==> src/rtl/mirdet_pkg.sv <==
package mirdet_pkg;

    typedef enum logic {
        MD_TRACK = 1'b0,
        MD_GAP   = 1'b1
    } md_state_e;

endpackage

==> src/rtl/mirdet_hold.sv <==
module mirdet_hold #(
    parameter int DW      = 8,
    parameter int SW      = 4,
    parameter bit IS_PEAK = 1'b1
) (
    input  logic          clk,
    input  logic          rst,
    input  logic          stb,
    input  logic [DW-1:0] sample,
    input  logic [SW-1:0] shift,
    output logic [DW-1:0] hold
);

    logic [DW-1:0] hold_n;
    logic [DW-1:0] gap;

    generate
        if (IS_PEAK) begin : g_peak
            always_comb begin
                gap = hold - sample;
                if (sample > hold) hold_n = sample;
                else               hold_n = hold - (gap >> shift);
            end
            always_ff @(posedge clk) begin
                if (rst)      hold <= '0;
                else if (stb) hold <= hold_n;
            end
        end else begin : g_bottom
            always_comb begin
                gap = sample - hold;
                if (sample < hold) hold_n = sample;
                else               hold_n = hold + (gap >> shift);
            end
            always_ff @(posedge clk) begin
                if (rst)      hold <= '1;
                else if (stb) hold <= hold_n;
            end
        end
    endgenerate

endmodule

==> src/rtl/mirdet_avg.sv <==
module mirdet_avg #(
    parameter int DW        = 8,
    parameter int AVG_K     = 6,
    parameter int SENS_W    = 2,
    parameter int SENS_BASE = 3
) (
    input  logic              clk,
    input  logic              rst,
    input  logic              stb,
    input  logic [DW-1:0]     env,
    input  logic [SENS_W-1:0] sens,
    output logic [DW-1:0]     thr
);

    localparam int AW = DW + AVG_K;
    localparam int MW = DW + 3;

    logic [AW-1:0] acc;
    logic [DW-1:0] avg;
    logic [AW:0]   acc_n;
    logic [MW-1:0] prod;
    logic [3:0]    num;

    always_comb begin
        avg   = acc[AW-1:AVG_K];
        acc_n = {1'b0, acc} + (AW+1)'(env) - (AW+1)'(avg);
        num   = 4'(SENS_BASE) + 4'(sens);
        prod  = MW'(avg) * MW'(num);
        thr   = prod[MW-1:3];
    end

    always_ff @(posedge clk) begin
        if (rst)      acc <= '0;
        else if (stb) acc <= acc_n[AW-1:0];
    end

endmodule

==> src/rtl/mirdet_fsm.sv <==
module mirdet_fsm
    import mirdet_pkg::*;
#(
    parameter int DW   = 8,
    parameter int HYST = 2
) (
    input  logic          clk,
    input  logic          rst,
    input  logic          stb,
    input  logic [DW-1:0] env,
    input  logic [DW-1:0] thr,
    output logic          mirror
);

    md_state_e     state;
    md_state_e     state_n;
    logic [DW:0]   thr_hi;

    always_comb begin
        thr_hi  = {1'b0, thr} + (DW+1)'(HYST);
        state_n = state;
        unique case (state)
            MD_TRACK: if (stb && env < thr)               state_n = MD_GAP;
            MD_GAP:   if (stb && {1'b0, env} >= thr_hi)   state_n = MD_TRACK;
        endcase
    end

    always_ff @(posedge clk) begin
        if (rst) state <= MD_TRACK;
        else     state <= state_n;
    end

    always_comb begin
        mirror = (state == MD_GAP);
    end

endmodule

==> src/rtl/mirdet_top.sv <==
module mirdet_top #(
    parameter int DW         = 8,
    parameter int AVG_K      = 6,
    parameter int PEAK_SHIFT = 3,
    parameter int BOT_SLOW   = 5,
    parameter int HYST       = 2
) (
    input  logic          clk,
    input  logic          rst,
    input  logic          smp_vld,
    input  logic [DW-1:0] smp_data,
    input  logic [1:0]    rel_sel,
    input  logic [1:0]    sens_sel,
    output logic          mirror
);

    localparam int SW = $clog2(DW + 1) + 1;

    logic [DW-1:0] peak;
    logic [DW-1:0] bottom;
    logic [DW-1:0] env;
    logic [DW-1:0] thr;
    logic [SW-1:0] bot_shift;

    assign bot_shift = SW'(BOT_SLOW) - SW'(rel_sel);
    assign env       = (peak > bottom) ? (peak - bottom) : '0;

    mirdet_hold #(.DW(DW), .SW(SW), .IS_PEAK(1'b1)) u_peak (
        .clk(clk), .rst(rst), .stb(smp_vld), .sample(smp_data),
        .shift(SW'(PEAK_SHIFT)), .hold(peak)
    );

    mirdet_hold #(.DW(DW), .SW(SW), .IS_PEAK(1'b0)) u_bottom (
        .clk(clk), .rst(rst), .stb(smp_vld), .sample(smp_data),
        .shift(bot_shift), .hold(bottom)
    );

    mirdet_avg #(.DW(DW), .AVG_K(AVG_K), .SENS_W(2), .SENS_BASE(3)) u_avg (
        .clk(clk), .rst(rst), .stb(smp_vld), .env(env),
        .sens(sens_sel), .thr(thr)
    );

    mirdet_fsm #(.DW(DW), .HYST(HYST)) u_fsm (
        .clk(clk), .rst(rst), .stb(smp_vld), .env(env),
        .thr(thr), .mirror(mirror)
    );

endmodule


==> config.mk <==
export PLATFORM = sky130hd
export DESIGN_NAME = mirdet_top
export DESIGN_NICKNAME = d
export VERILOG_FILES = /design/src/rtl/mirdet_pkg.sv /design/src/rtl/mirdet_hold.sv /design/src/rtl/mirdet_avg.sv /design/src/rtl/mirdet_fsm.sv /design/src/rtl/mirdet_top.sv
export SDC_FILE = /design/constraint.sdc
export NUM_CORES = 1
export LEC_CHECK = 0
export ABC_CLOCK_PERIOD_IN_PS = 13200
export BUFFER_PORTS_ARGS = -buffer_cell sky130_fd_sc_hd__buf_2
export CORE_UTILIZATION = 55
export CTS_BUF_LIST = sky130_fd_sc_hd__clkbuf_2 sky130_fd_sc_hd__clkbuf_4 sky130_fd_sc_hd__clkbuf_8
export CTS_CLUSTER_SIZE = 30
export DETAILED_ROUTE_END_ITERATION = 8
export PLACE_DENSITY = 0.84
export SETUP_SLACK_MARGIN = 0.4
export SLEW_MARGIN = 10
export SYNTH_ARGS = -nofsm -noshare
export SYNTH_HDL_FRONTEND = slang
export SYNTH_SLANG_ARGS = --single-unit
==> constraint.sdc <==
create_clock -name clk -period 13.2 [get_ports clk]
set_input_delay 1.32 -clock clk [delete_from_list [all_inputs] [get_ports clk]]
set_output_delay 1.32 -clock clk [all_outputs]
set_load 0.01 [all_outputs]
==> flow_summary.toml <==
[status]
status = "complete, no violations"

[routing]
antenna_left = 0
drt_iter0_drc = 336
via_count = 4446
drt-wirelength-per-cell_um = 15.61
first_pass_iters = 5
wl_um = 11320
vias_per_cell = 6.132
drc = 0

[yosys]
synth-edff-count = 0
yosys_register_bits = 31
netlist_area_um2 = 4745
ys_types = 67
ys.warnings.count = 0
avgSynthCellArea_um2 = 7.715
ys.flop_type = "dfxtp_1"
postSynthCellCount = 615
async_flop_share_pct = 0
synth_nets = 721
yosysSeqAreaShare_pct = 13.08

[power]
vdd_drop_max_uv = 84.47
clkPwrFrac_pct = 7.9
p_int_mw = 0.5031
power.density_nw_per_um2 = 206.9
p_switching_mw = 0.5238
seqPwrFrac_pct = 15.0
p_sw_share_pct = 51.01
p_comb_share_pct = 77.1
total_leakage_power_nw = 2.363

[cts]
clock_sinks = 31
path_clk_slew_ns = 0.08
hold_buffers = 0
post_cts_buffers = 0
clock_latency_ns = 0.29
cts.repair.resized = 0
cts_max_path_buffers = 2
cts_root_buffer = "clkbuf_8"
htreeDepth = 2
numCtsBuffers = 5
cts_tree = "built"

[layout]
final_net_count = 725
regArea_um2 = 620.6
fill_cells = 710
drive_above_1_share_pct = 5.645
fin_util_pct = 59.81
final_area_um2 = 4964
areaGrowthSynthToFinish_pct = 4.615
antenna_cells = 0
multi_input_area_um2 = 3747

[setup_path]
critical_path.top_delay_family = "adder cells"
critPathArrivalTime_ns = 5.52
required_ns = 13.41
cp_cell_sequence = "buf_2 > inv_1 > ha_1 > nand2b_1 > fa_1 > inv_1 > ha_1 > and4b_1 > a31oi_1 > xnor2_1 > ha_1 > and2_1 > nand2_1 > xnor2_1 > ha_1 > a21o_1 > a21oi_1 > o21ai_0 > a21o_1 > a41oi_1"
r2r_cells = 18
path_common_cell = "ha_1"
path_class = "in2reg"
rr_endpoint = "u_avg.acc[13]$_SDFFE_PP0P_"
crit_path_end_kind = "flop"
r2r-start = "u_bottom.hold[0]$_SDFFE_PP1P_"
cpMaxStageDelayCell = "fa_1"
worst-path-max-fanout = 7
rrSetupSlack_ns = 8.47
crit_buf_inv = 3
max_stage_delay_ns = 0.52
start_kind = "input pin"

[grt]
grt_pass1_vias = 4193
antenna_found_initial = 0
grt_usage_pct = 26.71
grt_overflow = 0
grt_max_degree = 38
grt_pass1_wl_um = 19190

[floorplanning]
io_pins = 16
initial_core_util_pct = 57.17
chipWidth_um = 94.88
die_height_um = 94.88
rows = 33
die_area_um2 = 9002
core-area_um2 = 8299

[timing]
layout_worst_path_cycle_share_pct = 40.23
slew_headroom_pct = 44.55
tightestPinTransition_ns = 0.8209
rsz0062_at_grt = "false"
drv_slew = 0
skew_ns = 0.007087
fmax_ghz = 0.1883
tns_ns = 0
setup_viol = 0
hold_violations = 0
min_period_ns = 5.311

[place]
dpl_cell_area_um2 = 4875
io_buffers = 15
place_hpwl_um = 8991
gp_congestion = 0.8728

[worst_hold_path]
min_path_cells = 2
hp-start = "u_avg.acc[1]$_SDFFE_PP0P_"
hold_end = "u_avg.acc[1]$_SDFFE_PP0P_"
holdCritPathClass = "reg2reg"

[run]
drv_cap = 0
==> cells in the mapped netlist, types with 14 or more instances <==
| library cell | instances | area [um2] |
|---|---|---|
| a21o_1 | 15 | 112.6 |
| a21oi_1 | 34 | 170.2 |
| clkbuf_1 | 14 | 52.55 |
| dfxtp_1 | 31 | 620.6 |
| fa_1 | 18 | 360.4 |
| ha_1 | 73 | 913.4 |
| inv_1 | 80 | 300.3 |
| nand2_1 | 44 | 165.2 |
| nand2b_1 | 17 | 106.4 |
| nor2_1 | 47 | 176.4 |
| nor3_1 | 21 | 105.1 |
| o21ai_0 | 18 | 90.09 |
| xnor2_1 | 22 | 192.7 |
==> cells by family after synthesis <==
kind of cell             Yosys count  synth area share, %
XOR/XNOR                          34                6.276
adder cells (fa/ha/maj)           91                26.85
multiplexers                      13                2.769
AND/OR/NAND/NOR                  191                20.28
buffers and inverters             98                7.938
other                              1              0.07904
flip-flops                        31                13.08
AO/OA/AOI/OAI                    156                22.73
==> area by class of cell <==
class / instances / area share, %
Sequential cell: 31 / 12.50
Multi-Input combinational cell: 486 / 75.50
Tap cell: 105 / 2.647
Clock buffer: 5 / 1.386
Clock inverter: 3 / 0.4033
Inverter: 80 / 6.050
Timing Repair Buffer: 15 / 1.512
==> metrics by stage <==
step / worst slack [ns] / power, mW / hold WS [ns] / cells
finish: 7.889 / 1.027 / 0.4917 / 725
global route: 7.629 / 1.143 / 0.5155 / 725
CTS: 7.908 / 1.019 / 0.4874 / 725
detailed placement: 7.603 / 0.9297 / 0.4752 / 717
global placement: 7.780 / 0.8908 / 0.4675 / 717
floorplan: 8.106 / 0.7797 / 0.4563 / 615
==> sequential cells by signal, summed over array words and instances, names as in the netlist <==
register	cells
u_fsm.mirror	1
u_avg.acc	14
u_bottom.hold	8
u_peak.hold	8
==> cell usage in the layout (no fill, tap or decap), types with 3 or more instances in the layout <==
cell       netlist  layout
inv_1           80      80
ha_1            73      73
nor2_1          47      47
nand2_1         44      44
a21oi_1         34      34
dfxtp_1         31      31
xnor2_1         22      22
nor3_1          21      21
o21ai_0         18      18
fa_1            18      18
nand2b_1        17      17
a21o_1          15      15
buf_2            1      15
xor2_1          12      12
a31oi_1         12      12
mux2i_1         12      12
nand3_1         11      11
o211ai_1         9       9
nor2b_1          9       9
o21a_1           8       8
a211oi_1         7       7
o22ai_1          7       7
a311oi_1         7       7
and2_1           6       6
o31ai_1          6       6
or3_1            6       6
nand4_1          5       5
clkbuf_8         0       5
and3_1           4       4
a2bb2oi_1        4       4
o41ai_1          4       4
nor4_1           4       4
or4_1            3       3
==> layer usage <==
metal / wire length [um] / part of all wire (%) / track usage [%] / vias to the layer above
li1: - / - / - / 2204
met1: 5142 / 45 / 35.47 / 2092
met3: 438 / 3.9 / 1.932 / 21
met4: 192 / 1.7 / 7.955 / 0
met5: 0 / 0 / 0 / -
met2: 5544 / 49 / 46.04 / 129
==> worst reg2reg max path: cells and delay by family (launching register included) <==
| family | cells | cell delay [ns] |
|---|---|---|
| buf+inv | 2 | 0.14 |
| flops | 1 | 0.49 |
| fa+ha+maj | 4 | 1.30 |
| mux | 2 | 0.50 |
| compound gates | 9 | 2.08 |
| simple gates | 1 | 0.13 |
==> worst max-delay path by stage <==
stage / startpoint / end / cells past startpoint
6_report: sens_sel[0] / u_fsm.mirror$_SDFF_PP0_ / 20
2_1_floorplan: sens_sel[0] / u_fsm.mirror$_SDFF_PP0_ / 19
3_5_place_dp: sens_sel[0] / u_fsm.mirror$_SDFF_PP0_ / 20
5_1_grt: sens_sel[0] / u_fsm.mirror$_SDFF_PP0_ / 20
4_1_cts: sens_sel[0] / u_fsm.mirror$_SDFF_PP0_ / 20
3_3_place_gp: sens_sel[0] / u_fsm.mirror$_SDFF_PP0_ / 20
==> power by group through the flow <==
stage	Clock, mW	Sequential [mW]	Combinational (mW)
CTS	0.0818	0.154	0.783
detailed placement	0	0.156	0.774
floorplan	0	0.145	0.635
global placement	0	0.154	0.737
finish	0.0806	0.154	0.792
global route	0.0844	0.159	0.900
No activity file was read; power rests on OpenSTA's default activity.
